==> src/rtl/irq_pkg.sv <==
package irq_pkg;

    typedef enum logic [1:0] {
        IME_OFF   = 2'd0,
        IME_SCHED = 2'd1,
        IME_DELAY = 2'd2,
        IME_ON    = 2'd3
    } ime_state_t;

endpackage

==> src/rtl/irq_master_fsm.sv <==
module irq_master_fsm
    import irq_pkg::*;
(
    input  logic       clk,
    input  logic       rst_n,
    input  logic       step_i,
    input  logic       ei_req_i,
    input  logic       di_req_i,
    input  logic       pending_i,
    output ime_state_t state_o,
    output logic       take_o
);

    ime_state_t state_q;
    ime_state_t state_nxt;

    // next-state logic: kill first, then the per-state transitions
    always_comb begin
        state_nxt = state_q;
        if (di_req_i) begin
            state_nxt = IME_OFF;
        end else begin
            unique case (state_q)
                IME_OFF:   if (ei_req_i)             state_nxt = IME_SCHED;
                IME_SCHED: if (step_i)               state_nxt = IME_DELAY;
                IME_DELAY: if (step_i)               state_nxt = IME_ON;
                IME_ON:    if (step_i && pending_i)  state_nxt = IME_OFF;
                default:                             state_nxt = IME_OFF;
            endcase
        end
    end

    // state register
    always_ff @(posedge clk or negedge rst_n) begin
        if (!rst_n) state_q <= IME_OFF;
        else        state_q <= state_nxt;
    end

    // outputs
    always_comb begin
        state_o = state_q;
        take_o  = 1'b0;
        unique case (state_q)
            IME_ON:  take_o = step_i && pending_i && !di_req_i;
            default: take_o = 1'b0;
        endcase
    end

    // first delay step
    assert_sched_to_delay_R4: assert property (@(posedge clk) disable iff (!rst_n)
        (step_i && !di_req_i && state_q == IME_SCHED) |=> (state_q == IME_DELAY));

    // second delay step
    assert_delay_to_on_R4: assert property (@(posedge clk) disable iff (!rst_n)
        (step_i && !di_req_i && state_q == IME_DELAY) |=> (state_q == IME_ON));

    // disable wins from any state
    assert_kill_to_off_R5: assert property (@(posedge clk) disable iff (!rst_n)
        di_req_i |=> (state_q == IME_OFF));

endmodule

==> src/rtl/irq_flag_regs.sv <==
module irq_flag_regs #(
    parameter int N_SRC = 5
) (
    input  logic             clk,
    input  logic             rst_n,
    input  logic             wr_en_i,
    input  logic             wr_sel_i,
    input  logic [N_SRC-1:0] wr_data_i,
    input  logic [N_SRC-1:0] src_req_i,
    input  logic [N_SRC-1:0] clr_mask_i,
    output logic [N_SRC-1:0] ie_o,
    output logic [N_SRC-1:0] if_o
);

    logic [N_SRC-1:0] ie_q, if_q;
    logic [N_SRC-1:0] ie_nxt, if_nxt, if_base;

    always_comb begin
        ie_nxt  = (wr_en_i && !wr_sel_i) ? wr_data_i : ie_q;
        if_base = (wr_en_i &&  wr_sel_i) ? wr_data_i : (if_q & ~clr_mask_i);
        if_nxt  = if_base | src_req_i;
    end

    always_ff @(posedge clk or negedge rst_n) begin
        if (!rst_n) begin
            ie_q <= '0;
            if_q <= '0;
        end else begin
            ie_q <= ie_nxt;
            if_q <= if_nxt;
        end
    end

    assign ie_o = ie_q;
    assign if_o = if_q;

    // every request lands in the flag register
    assert_req_sets_flag_R3: assert property (@(posedge clk) disable iff (!rst_n)
        (src_req_i != '0) |=> ((if_q & $past(src_req_i)) == $past(src_req_i)));

endmodule

==> src/rtl/irq_priority_sel.sv <==
module irq_priority_sel #(
    parameter int N_SRC      = 5,
    parameter int VEC_W      = 16,
    parameter int VEC_BASE   = 'h40,
    parameter int VEC_STRIDE = 8
) (
    input  logic [N_SRC-1:0] req_i,
    output logic [N_SRC-1:0] grant_o,
    output logic [VEC_W-1:0] vector_o
);

    logic [N_SRC:0] blocked;
    assign blocked[0] = 1'b0;

    // fixed priority chain: lower index wins
    for (genvar i = 0; i < N_SRC; i++) begin : g_chain
        assign grant_o[i]   = req_i[i] && !blocked[i];
        assign blocked[i+1] = blocked[i] | req_i[i];
    end

    always_comb begin
        vector_o = '0;
        for (int i = 0; i < N_SRC; i++) begin
            if (grant_o[i]) vector_o = vector_o | VEC_W'(VEC_BASE + i * VEC_STRIDE);
        end
    end

endmodule

==> src/rtl/irq_dispatch_ctrl.sv <==
module irq_dispatch_ctrl
    import irq_pkg::*;
#(
    parameter int          N_SRC      = 5,
    parameter logic [4:0]  SRC_MASK   = 5'h1F,
    parameter int          VEC_W      = 16,
    parameter int          VEC_BASE   = 'h40,
    parameter int          VEC_STRIDE = 8,
    parameter int          DISP_MCYC  = 5,
    localparam int         MCYC_W     = $clog2(DISP_MCYC + 1)
) (
    input  logic              clk,
    input  logic              rst_n,
    input  logic              step_i,
    input  logic              ei_req_i,
    input  logic              di_req_i,
    input  logic [N_SRC-1:0]  src_req_i,
    input  logic              reg_wr_en_i,
    input  logic              reg_wr_sel_i,
    input  logic [N_SRC-1:0]  reg_wr_data_i,
    output logic [N_SRC-1:0]  ie_o,
    output logic [N_SRC-1:0]  if_o,
    output logic [1:0]        ime_o,
    output logic              disp_valid_o,
    output logic [VEC_W-1:0]  disp_vector_o,
    output logic [MCYC_W-1:0] disp_mcycles_o
);

    logic [N_SRC-1:0] ie_q, if_q;
    logic [N_SRC-1:0] serviceable;
    logic [N_SRC-1:0] grant;
    logic [N_SRC-1:0] clr_mask;
    logic [VEC_W-1:0] sel_vector;
    logic             take;
    ime_state_t       ime_state;

    logic              valid_q;
    logic [VEC_W-1:0]  vector_q;
    logic [MCYC_W-1:0] mcyc_q;

    assign serviceable = ie_q & if_q & N_SRC'(SRC_MASK);
    assign clr_mask    = take ? grant : '0;

    irq_flag_regs #(.N_SRC(N_SRC)) u_regs (
        .clk        (clk),
        .rst_n      (rst_n),
        .wr_en_i    (reg_wr_en_i),
        .wr_sel_i   (reg_wr_sel_i),
        .wr_data_i  (reg_wr_data_i),
        .src_req_i  (src_req_i),
        .clr_mask_i (clr_mask),
        .ie_o       (ie_q),
        .if_o       (if_q)
    );

    irq_priority_sel #(
        .N_SRC      (N_SRC),
        .VEC_W      (VEC_W),
        .VEC_BASE   (VEC_BASE),
        .VEC_STRIDE (VEC_STRIDE)
    ) u_prio (
        .req_i    (serviceable),
        .grant_o  (grant),
        .vector_o (sel_vector)
    );

    irq_master_fsm u_fsm (
        .clk       (clk),
        .rst_n     (rst_n),
        .step_i    (step_i),
        .ei_req_i  (ei_req_i),
        .di_req_i  (di_req_i),
        .pending_i (|serviceable),
        .state_o   (ime_state),
        .take_o    (take)
    );

    // registered dispatch outputs
    always_ff @(posedge clk or negedge rst_n) begin
        if (!rst_n) begin
            valid_q  <= 1'b0;
            vector_q <= '0;
            mcyc_q   <= '0;
        end else begin
            valid_q  <= take;
            vector_q <= take ? sel_vector : '0;
            mcyc_q   <= take ? MCYC_W'(DISP_MCYC) : '0;
        end
    end

    assign ie_o           = ie_q;
    assign if_o           = if_q;
    assign ime_o          = ime_state;
    assign disp_valid_o   = valid_q;
    assign disp_vector_o  = vector_q;
    assign disp_mcycles_o = mcyc_q;

    // grant is a single serviceable source with nothing lower pending
    assert_grant_lowest_R7: assert property (@(posedge clk) disable iff (!rst_n)
        (grant != '0) |-> ($onehot0(grant) && ((grant & serviceable) == grant)
                           && (((grant - 1'b1) & serviceable) == '0)));

    // a dispatch leaves the master enable off and reports its cost
    assert_disp_off_R8: assert property (@(posedge clk) disable iff (!rst_n)
        disp_valid_o |-> (ime_o == 2'd0 && disp_mcycles_o == MCYC_W'(DISP_MCYC)));

    // the pulse lasts one cycle
    assert_single_pulse_R6: assert property (@(posedge clk) disable iff (!rst_n)
        disp_valid_o |=> !disp_valid_o);

    // the winning flag is gone unless re-requested
    assert_flag_cleared_R8: assert property (@(posedge clk) disable iff (!rst_n)
        take |=> ((if_q & $past(grant)) == ($past(src_req_i) & $past(grant))));

endmodule

==> config.mk <==
export PLATFORM = sky130hd
export DESIGN_NAME = irq_dispatch_ctrl
export DESIGN_NICKNAME = d
export VERILOG_FILES = /design/src/rtl/irq_pkg.sv /design/src/rtl/irq_master_fsm.sv /design/src/rtl/irq_flag_regs.sv /design/src/rtl/irq_priority_sel.sv /design/src/rtl/irq_dispatch_ctrl.sv
export SDC_FILE = /design/constraint.sdc
export NUM_CORES = 1
export LEC_CHECK = 0
export BUFFER_PORTS_ARGS = -buffer_cell sky130_fd_sc_hd__buf_2
export CAP_MARGIN = 20
export CORE_MARGIN = 1.5
export CORE_UTILIZATION = 40
export CTS_BUF_LIST = sky130_fd_sc_hd__clkbuf_8
export CTS_CLUSTER_SIZE = 8
export DETAILED_ROUTE_END_ITERATION = 8
export PLACE_DENSITY = 0.72
export SLEW_MARGIN = 40
export SYNTH_ARGS = -nofsm -noshare
export SYNTH_HDL_FRONTEND = slang
export SYNTH_SLANG_ARGS = --single-unit
==> constraint.sdc <==
create_clock -name clk -period 2.3 [get_ports clk]
set_clock_uncertainty 0.15 [all_clocks]
set_input_delay 0.345 -clock clk [delete_from_list [all_inputs] [get_ports clk]]
set_output_delay 0.345 -clock clk [all_outputs]
set_load 0.005 [all_outputs]
---- Yosys cells after proc, flatten, opt, wreduce, memory -nomap -nowiden ----
Index checks and enable logic that the tools add are counted.
cells by class
  eq/ne operators ......................... 7
  mux-type cells .......................... 16
  bitwise gates (word level) .............. 7
  reduce and logical (&&, ||, !) cells .... 17
operators with widths
  cell                number
  $mux 7              5
  $mux 16             1
  $and 5x5->5         2
  $mux 2              5
  $mux 5              2
  $ne 3x3->1 const B  3
  $logic_and 1x1->1   8
  $pmux 2 s4          1
  $logic_not 1->1     6
  $not 5->5           1
  $or 5x5->5          1
  $reduce_or 5->1     1
  $eq 2x2->1 const B  2
  $reduce_and 4->1    1
  $mux 3              1
  $ne 3x2->1 const B  1
  $or 1x1->1          3
  $eq 2x1->1 const B  1
  $logic_not 2->1     1
  $mux 1              1
storage, ports and cells
  register bits after elaboration ......... 32
  input bits .............................. 17
  logic and storage cells ................. 53

---- Longest topological paths before layout ----
Gate-level depths: netlist (run 1).
  depth in word-level cells ............... 11
  mapped depth ............................ 6
  mapped depth without buffers ............ 6

---- Cells and area by module ----
From an unflattened synthesis (run 1), not the netlist that was laid out.
second synthesis, totals
  cells, all modules ...................... 128
  area total of the unflattened synthesis .. 1467.7 um^2
modules (own cells, without submodules)
  module             times used  cells an instance  area an instance (um^2)
  irq_dispatch_ctrl  1           51                 644.4
  irq_flag_regs      1           32                 456.7
  irq_master_fsm     1           19                 188.9
  irq_priority_sel   1           26                 177.7

---- Worst setup path before layout (run 1) ----
No wires, ideal clock.
  kind .................................... register to register
  start point ............................. register u_regs.ie_q[2], in the netlist u_regs.ie_o[2]
  end point ............................... register u_fsm.state_q[0], in the netlist u_fsm.state_o[0]
  library setup time ...................... 0.079 ns
  arrival time ............................ 1.487 ns
  required time ........................... 2.071 ns
  path slack .............................. 0.584 ns
  cell stages (with the launch flop) ...... 5
  buffers on the path ..................... 0
  period minus slack after synthesis ...... 1.716 ns
  path through ............................ dfrtp_1 a222oi_1 nand2_1 o211ai_2 mux2i_1
on the way
  word-level cells in the longest chain between the ends .. 5
ends and longest elaborated chain
  element                     line                     source
  start: declaration          irq_flag_regs.sv:15      logic [N_SRC-1:0] ie_q, if_q;
  start signal: assignment    irq_flag_regs.sv:29      ie_q <= ie_nxt;
  $and 5x5->5                 irq_dispatch_ctrl.sv:41  assign serviceable = ie_q & if_q & N_SRC'(SRC_MASK);
  $reduce_or 5->1             irq_dispatch_ctrl.sv:73  .pending_i (|serviceable),
  $logic_and 1x1->1           irq_master_fsm.sv:27     IME_ON: if (step_i && pending_i) state_nxt = IME_OFF;
  $ne 3x2->1 (no line)        n/a
  $reduce_and 4->1 (no line)  n/a
  end signal: assignment      irq_master_fsm.sv:36     else state_q <= state_nxt;
  end: declaration            irq_master_fsm.sv:14     ime_state_t state_q;
Every way passes these cells.
A chain may end at the register's enable or synchronous reset.

---- Worst setup path in the final report (run 1) ----
  start point ............................. register u_regs.ie_q[2], in the netlist u_regs.ie_o[2]
  end point ............................... register u_regs.if_q[3], in the netlist u_regs.if_o[3]
on the way
  word-level cells in the longest chain between the ends .. 10
  elaborated cells between the ends (all ways) .. 13
  those cells by class .................... mux (3); bitwise (5); reduce/logical (5)
ends and longest elaborated chain
  element                          line                     source
  $and 5x5->5 *                    irq_dispatch_ctrl.sv:41
  $reduce_or 5->1                  irq_dispatch_ctrl.sv:73
  $logic_and 1x1->1 (2 in series)  irq_master_fsm.sv:44     IME_ON: take_o = step_i && pending_i && !di_req_i;
  $mux 1                           irq_master_fsm.sv:43     unique case (state_q)
  $mux 5 *                         irq_dispatch_ctrl.sv:42  assign clr_mask = take ? grant : '0;
  $not 5->5 *                      irq_flag_regs.sv:20      if_base = (wr_en_i && wr_sel_i) ? wr_data_i : (if_q & ~clr_mask_i);
  $and 5x5->5 *                    irq_flag_regs.sv:20
  $mux 5 *                         irq_flag_regs.sv:20
  $or 5x5->5 *                     irq_flag_regs.sv:21      if_nxt = if_base | src_req_i;
  net u_regs.if_nxt[3]             irq_flag_regs.sv:16      logic [N_SRC-1:0] ie_nxt, if_nxt, if_base;
  end signal: assignment           irq_flag_regs.sv:30      if_q <= if_nxt;
  end: declaration                 irq_flag_regs.sv:15
The timed path passes the listed nets; every way through them passes the cells marked *.

==> flow_summary.yaml, run 1 <==
outcome:
  status: "finished, final reports clean"
drt:
  wl_per_cell_microns: 12.1
  routed_via_density: 4.97
  antenna_left: 0
  drtPass1Iterations: 4
  drc_errors: 0
  drt-initial-drc-count: 16
  num_vias: 751
  routed_wirelength_microns: 1830
synth:
  netlist_top_cells_count: "dfrtp_1 (17), buf_4 (15), nand2_1 (12), mux2_2 (5), ha_1 (4)"
  async_flop_share: 1.00
  netlist_instances: 86
  yosysTopAreaCellShare: 0.460
  syn_area_sq_um: 925
  ys_top_cells_by_area: "dfrtp_1 (46%), buf_4 (12%), mux2_2 (6.1%), ha_1 (5.4%), nand2_1 (4.9%)"
  yosysMostFrequentCell: "dfrtp_1"
  syn_area_per_cell_sq_um: 10.8
  synth_cell_types: 26
  yosys_warnings: 0
  synth_seq_cells: 17
  dominantRegCellSynth: "dfrtp_1"
  ys_seq_area_frac: 0.460
  synth_top_cell_by_area: "dfrtp_1"
  synth_edf_count: 0
critical_path:
  start_kind: "register"
  r2r_slack_ns: 0.46
  required_ns: 2.27
  path_max_fanout: 5
  cp_top_family: "compound AO/OA/AOI/OAI gates"
  worstPathArrival_ns: 1.81
  crit_buf_inv: 0
  cp_slowest_cell: "a222oi_1"
  critPathMaxStageDelay_ns: 0.57
  crit_path_end_kind: "register"
  crit_type: "reg2reg"
  cp_cell_sequence: "a222oi_1 > nand2_1 > a311o_1"
global_route:
  grt.overflow.total: 0
  antenna_found_initial: 0
  grt_use_total: 0.165
  grtUsageMet2: 0.275
  top_usage_layer: "met2"
  grt_pass1_wl_microns: 3130
  grtUsageMet1: 0.191
  grtUsageMet3: 0.0439
  grt_max_degree: 18
  grt_pass1_vias: 738
timing:
  fin_crit_ns: 1.84
  finalSetupTns_ns: 0
  final.period_utilization: 0.800
  relSlewSlack: 0.630
  final_max_slew_viol_count: 0
  fmax_ghz: 0.543
  hold_ws_ns: 0.149
  rsz0062_at_grt: "false"
  tightest_slew_ns: 0.556
  hold_viol_final: 0
  setup_viol: 0
floorplan:
  die_w_microns: 51.1
  coreArea_sq_um: 2190
  initial_core_util: 0.422
  io_pins: 49
  die-area_sq_um: 2610
  die_h_microns: 51.1
  row_count: 17
clock_tree:
  insertion_delay_ns: 0.25
  post_cts_buffers: 0
  htreeDepth: 1
  clk_pin_slew_ns: 0.06
  cts_tree: "done"
  cts_resized: 0
  root_buffer: "clkbuf_8"
  cts_sinks: 17
  cts.path.max_buffers: 2
  cts_buffers: 3
flow_run:
  cap_violations: 0
place:
  dp.cells: 146
  io_buffers: 35
  dpl-instance-area_sq_um: 1070
  place_congestion: 0.699
  dpl.hpwl_microns: 1440
power_and_ir_drop:
  power.density_nw_per_um2: 748
  leakage_uw: 0.000588
  power_uw: 840
  vdd_ir_drop_max_uv: 481
finish:
  stdcell_area_sq_um: 1120
  antenna_cells: 0
  nets: 145
  drive_gt1_frac: 0.374
  area_growth_pct: 21.5
  instances_no_fill: 151
hold_path:
  hp-class: "in2reg"
[cell usage in the layout (no fill, tap or decap), drive strengths merged, types with 2 or more instances in the layout]
cell type,synthesis,routed
a311o,3,3
a31oi,4,4
buf,15,35
clkbuf,0,3
conb,1,13
dfrtp,17,17
ha,4,4
inv,2,2
mux2,5,5
mux2i,3,3
nand2,12,12
nand2b,2,2
nand3b,2,2
nand4,2,2
nor2,2,2
nor3,2,2
[area by class of cell]
| cell class | instances | area [sq um] |
|---|---|---|
| fill | 210 | 1070 |
| sequential | 17 | 425 |
| multi-input combinational | 64 | 424 |
| timing repair buffer | 36 | 185 |
| clock buffer | 3 | 41.3 |
| tap | 28 | 35.0 |
| inverter | 2 | 7.51 |
| clock inverter | 1 | 5.00 |
[what timing repair did]
action,CTS,global route
hold buffers,1,0
setup endpoints to repair,0,0
hold endpoints to repair,17,0
[through the flow]
step	setup WS (ns)	utilization
detailed placement	0.473	0.487
floorplan	0.584	-
global route	0.334	0.513
finish	0.460	0.513
CTS	0.457	0.513
global placement	0.513	0.487
[power breakdown]
part	internal (uW)	switching (uW)
Combinational	115	127
Sequential	338	45.3
Clock	120	94.8
Total	574	267
[routing by layer]
layer  vias up  wire, microns
met5         -              0
met1       358            760
met2        35            903
met3         5            128
met4         0             33
li1        353              -
[flip-flops by register name, summed over array words and instances, names as in the netlist]
register / count
u_regs.if_o: 5
u_fsm.state_o: 2
disp_mcycles_o: 1
u_regs.ie_o: 5
disp_vector_o: 4
[cell families after synthesis]
family                     after synthesis  synth area share
AOI/OAI and AO/OA                       14             0.127
adders and majority gates                4            0.0541
buffers and inverters                   17             0.130
DFF                                     17             0.460
muxes                                    8            0.0934
other                                    1           0.00406
and+or+nand+nor                         25             0.131
[final timing paths]
kind	cells past startpoint	end	start
worst max register to register	3	u_regs.if_o[3]	u_regs.ie_o[2]
max in group asynchronous	2	u_regs.if_o[0]	rst_n
worst max-delay path	3	u_regs.if_o[3]	u_regs.ie_o[2]
worst min register to register	2	u_regs.if_o[4]	u_regs.if_o[4]
min in group asynchronous	2	u_regs.if_o[2]	rst_n
worst min-delay path	2	u_regs.if_o[2]	src_req_i[2]
No activity file was read; power rests on OpenSTA's default activity.
==> run 2, diff against run 1 <==
clock period = 1.7 ns   (was 2.3 ns; I/O delays follow)
==> flow_summary.yaml, run 2 (synthesis gave the netlist of run 1 again) <==
power_and_ir_drop:
  p_int_uw: 837
  vdd_ir_drop_max_uv: 525
  leakage_uw: 0.000652
  p_seq_frac: 0.407
  power.density_nw_per_um2: 980
  power_frac_comb: 0.362
  clockPowerShare: 0.231
  switching_share: 0.321
  switchingPower_uw: 395
finish:
  final_common_cell: "buf_2"
  antenna_cells: 0
  area_growth_pct: 36.0
  fillers: 200
  mostFrequentLayoutCells: "buf_2 (35), dfrtp_1 (17), conb_1 (13), nand2_1 (10), buf_4 (10)"
  final_util: 0.574
  nets: 156
  stdcell_area_sq_um: 1260
  multiInputGateArea_sq_um: 473
  instances_no_fill: 162
  area.sequential_sq_um: 425
  drive_gt1_frac: 0.463
global_route:
  grt_pass1_vias: 729
  grt.overflow.total: 0
  grt_max_degree: 18
  antenna_found_initial: 0
  grt_pass1_wl_microns: 3110
  grt_use_total: 0.161
outcome:
  status: "finished, violations left"
  violations: "setup timing"
clock_tree:
  cts_sinks: 17
  cts_buffers: 3
  cts_tree: "done"
  root_buffer: "clkbuf_8"
  insertion_delay_ns: 0.25
  clk_pin_slew_ns: 0.06
  htreeDepth: 1
  cts.path.max_buffers: 2
critical_path:
  worstPathArrival_ns: 1.75
  crit_type: "reg2reg"
  required_ns: 1.72
  crit_path_end_kind: "register"
  path_max_fanout: 4
  critPathLaunch: "u_fsm.state_o[0]"
  start_kind: "register"
  worstReg2RegStart: "u_fsm.state_o[0]"
timing:
  worst_slack_ns: -0.0365
  final.period_utilization: 1.02
  final_max_slew_viol_count: 0
  rsz0062_at_grt: "true"
  setup_viol: 2
  fmax_ghz: 0.576
  hold_viol_final: 0
  finalSetupTns_ns: -0.0568
  fin_crit_ns: 1.74
place:
  dp.cells: 154
  dpl-instance-area_sq_um: 1130
  io_buffers: 35
  place_congestion: 0.883
  dpl.hpwl_microns: 1560
hold_path:
  hp-class: "in2reg"
  hp-start: "src_req_i[1]"
floorplan:
  row_count: 17
  die_w_microns: 51.1
  die_h_microns: 51.1
  die-area_sq_um: 2610
  initial_core_util: 0.422
  io_pins: 49
  coreArea_sq_um: 2190
drt:
  routed_wirelength_microns: 1980
  wl_per_cell_microns: 12.2
  drtPass1Iterations: 4
  routed_via_density: 4.88
  drt-initial-drc-count: 10
  num_vias: 791
  drc_errors: 0
  antenna_left: 0
flow_run:
  cap_violations: 0
run 2: metal layers:
| layer | global-route usage | vias to the layer above | part of all wire | wire length [microns] |
|---|---|---|---|---|
| li1 | - | 372 | - | - |
| met1 | 0.183 | 376 | 0.41 | 817 |
| met2 | 0.281 | 39 | 0.49 | 975 |
| met3 | 0.0351 | 4 | 0.079 | 156 |
| met4 | 0.0811 | 0 | 0.014 | 28 |
| met5 | 0 | - | 0 | 0 |
run 2: path summary, 6_finish.rpt:
check / to / slack (ns) / cells past startpoint
min reg2reg: u_regs.if_o[4] / 0.39 / 2
max reg2reg: u_fsm.state_o[1] / -0.04 / 7
min: u_regs.if_o[1] / 0.05 / 2
max in group asynchronous: u_fsm.state_o[1] / 0.81 / 2
min in group asynchronous: u_regs.ie_o[1] / 0.31 / 2
max: u_fsm.state_o[1] / -0.04 / 7
run 2: worst max-delay path, stage by stage, from the launching register on:
cell and delay, ns:
dfrtp_1 0.39, ha_2 0.20, buf_4 0.10, buf_4 0.10
nor3_1 0.04, or3_1 0.35, o211ai_4 0.11, mux2i_1 0.22
run 2: power by group through the flow:
stage	logic (uW)	registers, uW	clock network, uW
6_report	446	501	285
5_1_grt	499	505	316
4_1_cts	388	501	291
3_5_place_dp	385	508	0
3_3_place_gp	363	504	0
2_1_floorplan	224	517	0
run 2: layout make-up:
class / instances / area share
inverters: 2 / 0.00597
clock buffers: 3 / 0.0328
repair buffers: 47 / 0.216
multi-input cells: 64 / 0.376
flip-flops and latches: 17 / 0.338
clock inverters: 1 / 0.00299
well taps: 28 / 0.0279
run 2: timing repair:
action,CTS,global route
hold buffers,1,0
endpoints found under the hold margin,17,0
gates resized for setup,0,11
buffers inserted,0,3
endpoints found under the setup margin,0,7
run 2: stage by stage:
stage / total power [uW] / hold WS (ns) / worst slack (ns)
6_report: 1230 / 0.0455 / -0.0365
5_1_grt: 1320 / 0.0625 / -0.100
4_1_cts: 1180 / 0.0396 / 0.0137
3_5_place_dp: 893 / 0.0446 / 0.0122
3_3_place_gp: 867 / 0.0407 / 0.0753
2_1_floorplan: 742 / -0.191 / 0.0142
==> run 3, diff against run 2 <==
CTS_BUF_LIST = sky130_fd_sc_hd__clkbuf_4 sky130_fd_sc_hd__clkbuf_8 sky130_fd_sc_hd__clkbuf_16   (was sky130_fd_sc_hd__clkbuf_8)
==> flow_summary.yaml, run 3 (synthesis gave the netlist of run 1 again) <==
outcome:
  status: "finished, final reports clean"
timing:
  fmax_ghz: 0.596
  rsz0062_at_grt: "true"
  worst_slack_ns: 0.0234
  fin_crit_ns: 1.68
  final.period_utilization: 0.986
  setup_viol: 0
  hold_viol_final: 0
  final_max_slew_viol_count: 0
finish:
  drive_gt1_frac: 0.444
  nets: 155
  final_common_cell: "buf_2"
  area_growth_pct: 31.8
  antenna_cells: 0
  mostFrequentLayoutCells: "buf_2 (35), dfrtp_1 (17), conb_1 (13), nand2_1 (11), buf_4 (9)"
clock_tree:
  htreeDepth: 1
  root_buffer: "clkbuf_4"
  clk_pin_slew_ns: 0.09
  cts_tree: "done"
  insertion_delay_ns: 0.29
  cts_sinks: 17
  cts_buffers: 3
  cts.path.max_buffers: 2
critical_path:
  crit_path_end_kind: "register"
  ff2ff_path_depth: 5
  critPathLaunch: "u_fsm.state_o[0]"
  path_max_fanout: 6
  required_ns: 1.72
  start_kind: "register"
  timing.rr.end: "u_regs.if_o[2]"
  crit_type: "reg2reg"
  worstReg2RegStart: "u_fsm.state_o[0]"
  r2r_slack_ns: 0.02
  worstPathArrival_ns: 1.70
power_and_ir_drop:
  power.density_nw_per_um2: 932
  leakage_uw: 0.000628
  power_uw: 1140
  vdd_ir_drop_max_uv: 494
global_route:
  grt_pass1_wl_microns: 3110
  grt_max_degree: 18
  grtUsageMet3: 0.0439
  grt.overflow.total: 0
  antenna_found_initial: 0
  grt_pass1_vias: 725
  top_usage_layer: "met2"
  grtUsageMet2: 0.281
  grt_use_total: 0.162
  grtUsageMet1: 0.181
place:
  io_buffers: 35
  post-place-ws_ns: 0.0122
  dpl.hpwl_microns: 1560
  place_congestion: 0.883
drt:
  drtPass1Iterations: 4
  routed_via_density: 4.90
  drc_errors: 0
  wl_per_cell_microns: 12.1
  antenna_left: 0
  routed_wirelength_microns: 1940
  num_vias: 789
  drt-initial-drc-count: 12
floorplan:
  initial_core_util: 0.422
  row_count: 17
  die_h_microns: 51.1
  coreArea_sq_um: 2190
  io_pins: 49
  die_w_microns: 51.1
  die-area_sq_um: 2610
hold_path:
  worstHoldEndpoint: "u_regs.if_o[3]"
  hp-class: "in2reg"
  hp-start: "src_req_i[3]"
  min_path_cells: 2
flow_run:
  cap_violations: 0
run 3: changes by cell type in the layout (fill, tap and decap cells not counted), sizes merged:
cell / delta
buf: -2
inv: -1
clkbuf: +1
dlygate4sd3: +1
run 3: worst max-delay path, cell delays in order (launching register included):
cell	delay (ns)
dfrtp_1	0.40
ha_2	0.20
nand3b_1	0.14
a31oi_4	0.27
a31oi_1	0.12
a311o_1	0.28
run 3: how the worst max path moves through the flow:
stage,to,depth (start not counted),slack (ns)
final,u_regs.if_o[2],5,0.02
after global routing,u_regs.if_o[3],6,-0.11
after CTS,u_regs.if_o[2],5,0.009
after detailed placement,u_fsm.state_o[1],5,0.01
after global placement,u_regs.if_o[0],5,0.08
after floorplan,u_fsm.state_o[0],4,0.01
run 3: area by class of cell:
| cell class | instances | area [sq um] |
|---|---|---|
| clock buffers | 4 | 30.0 |
| fillers | 205 | 972 |
| inverters | 2 | 7.51 |
| multi-input cells | 64 | 458 |
| flip-flops and latches | 17 | 425 |
| well taps | 28 | 35.0 |
| repair buffers | 46 | 263 |
run 3: stage by stage:
stage / hold WS, ns / cells / TNS [ns] / area, sq um / utilization
3_5_place_dp: 0.0446 / 154 / 0 / 1130 / 0.515
2_1_floorplan: -0.191 / 98 / 0 / 970 / -
5_1_grt: 0.00478 / 161 / -0.497 / 1220 / 0.556
6_report: 0.0164 / 161 / 0 / 1220 / 0.556
4_1_cts: 0.00901 / 160 / 0 / 1180 / 0.537
3_3_place_gp: 0.0407 / 154 / 0 / 1130 / 0.515
run 3: per-layer routing:
layer / wire length [microns] / up-vias
li1: - / 373
met1: 820 / 375
met2: 948 / 37
met3: 144 / 4
met4: 30 / 0
met5: 0 / -
run 3: what timing repair did:
action,in CTS,in global routing
endpoints found under the setup margin,1,7
resized for setup,0,6
pin swaps,1,4
setup buffers,0,1
hold buffers,2,0
hold endpoints to repair,18,0
run 3: where the power goes:
group	internal, uW	total [uW]	switching [uW]
registers	457	500	43.1
clock network	107	225	118
logic	198	411	213
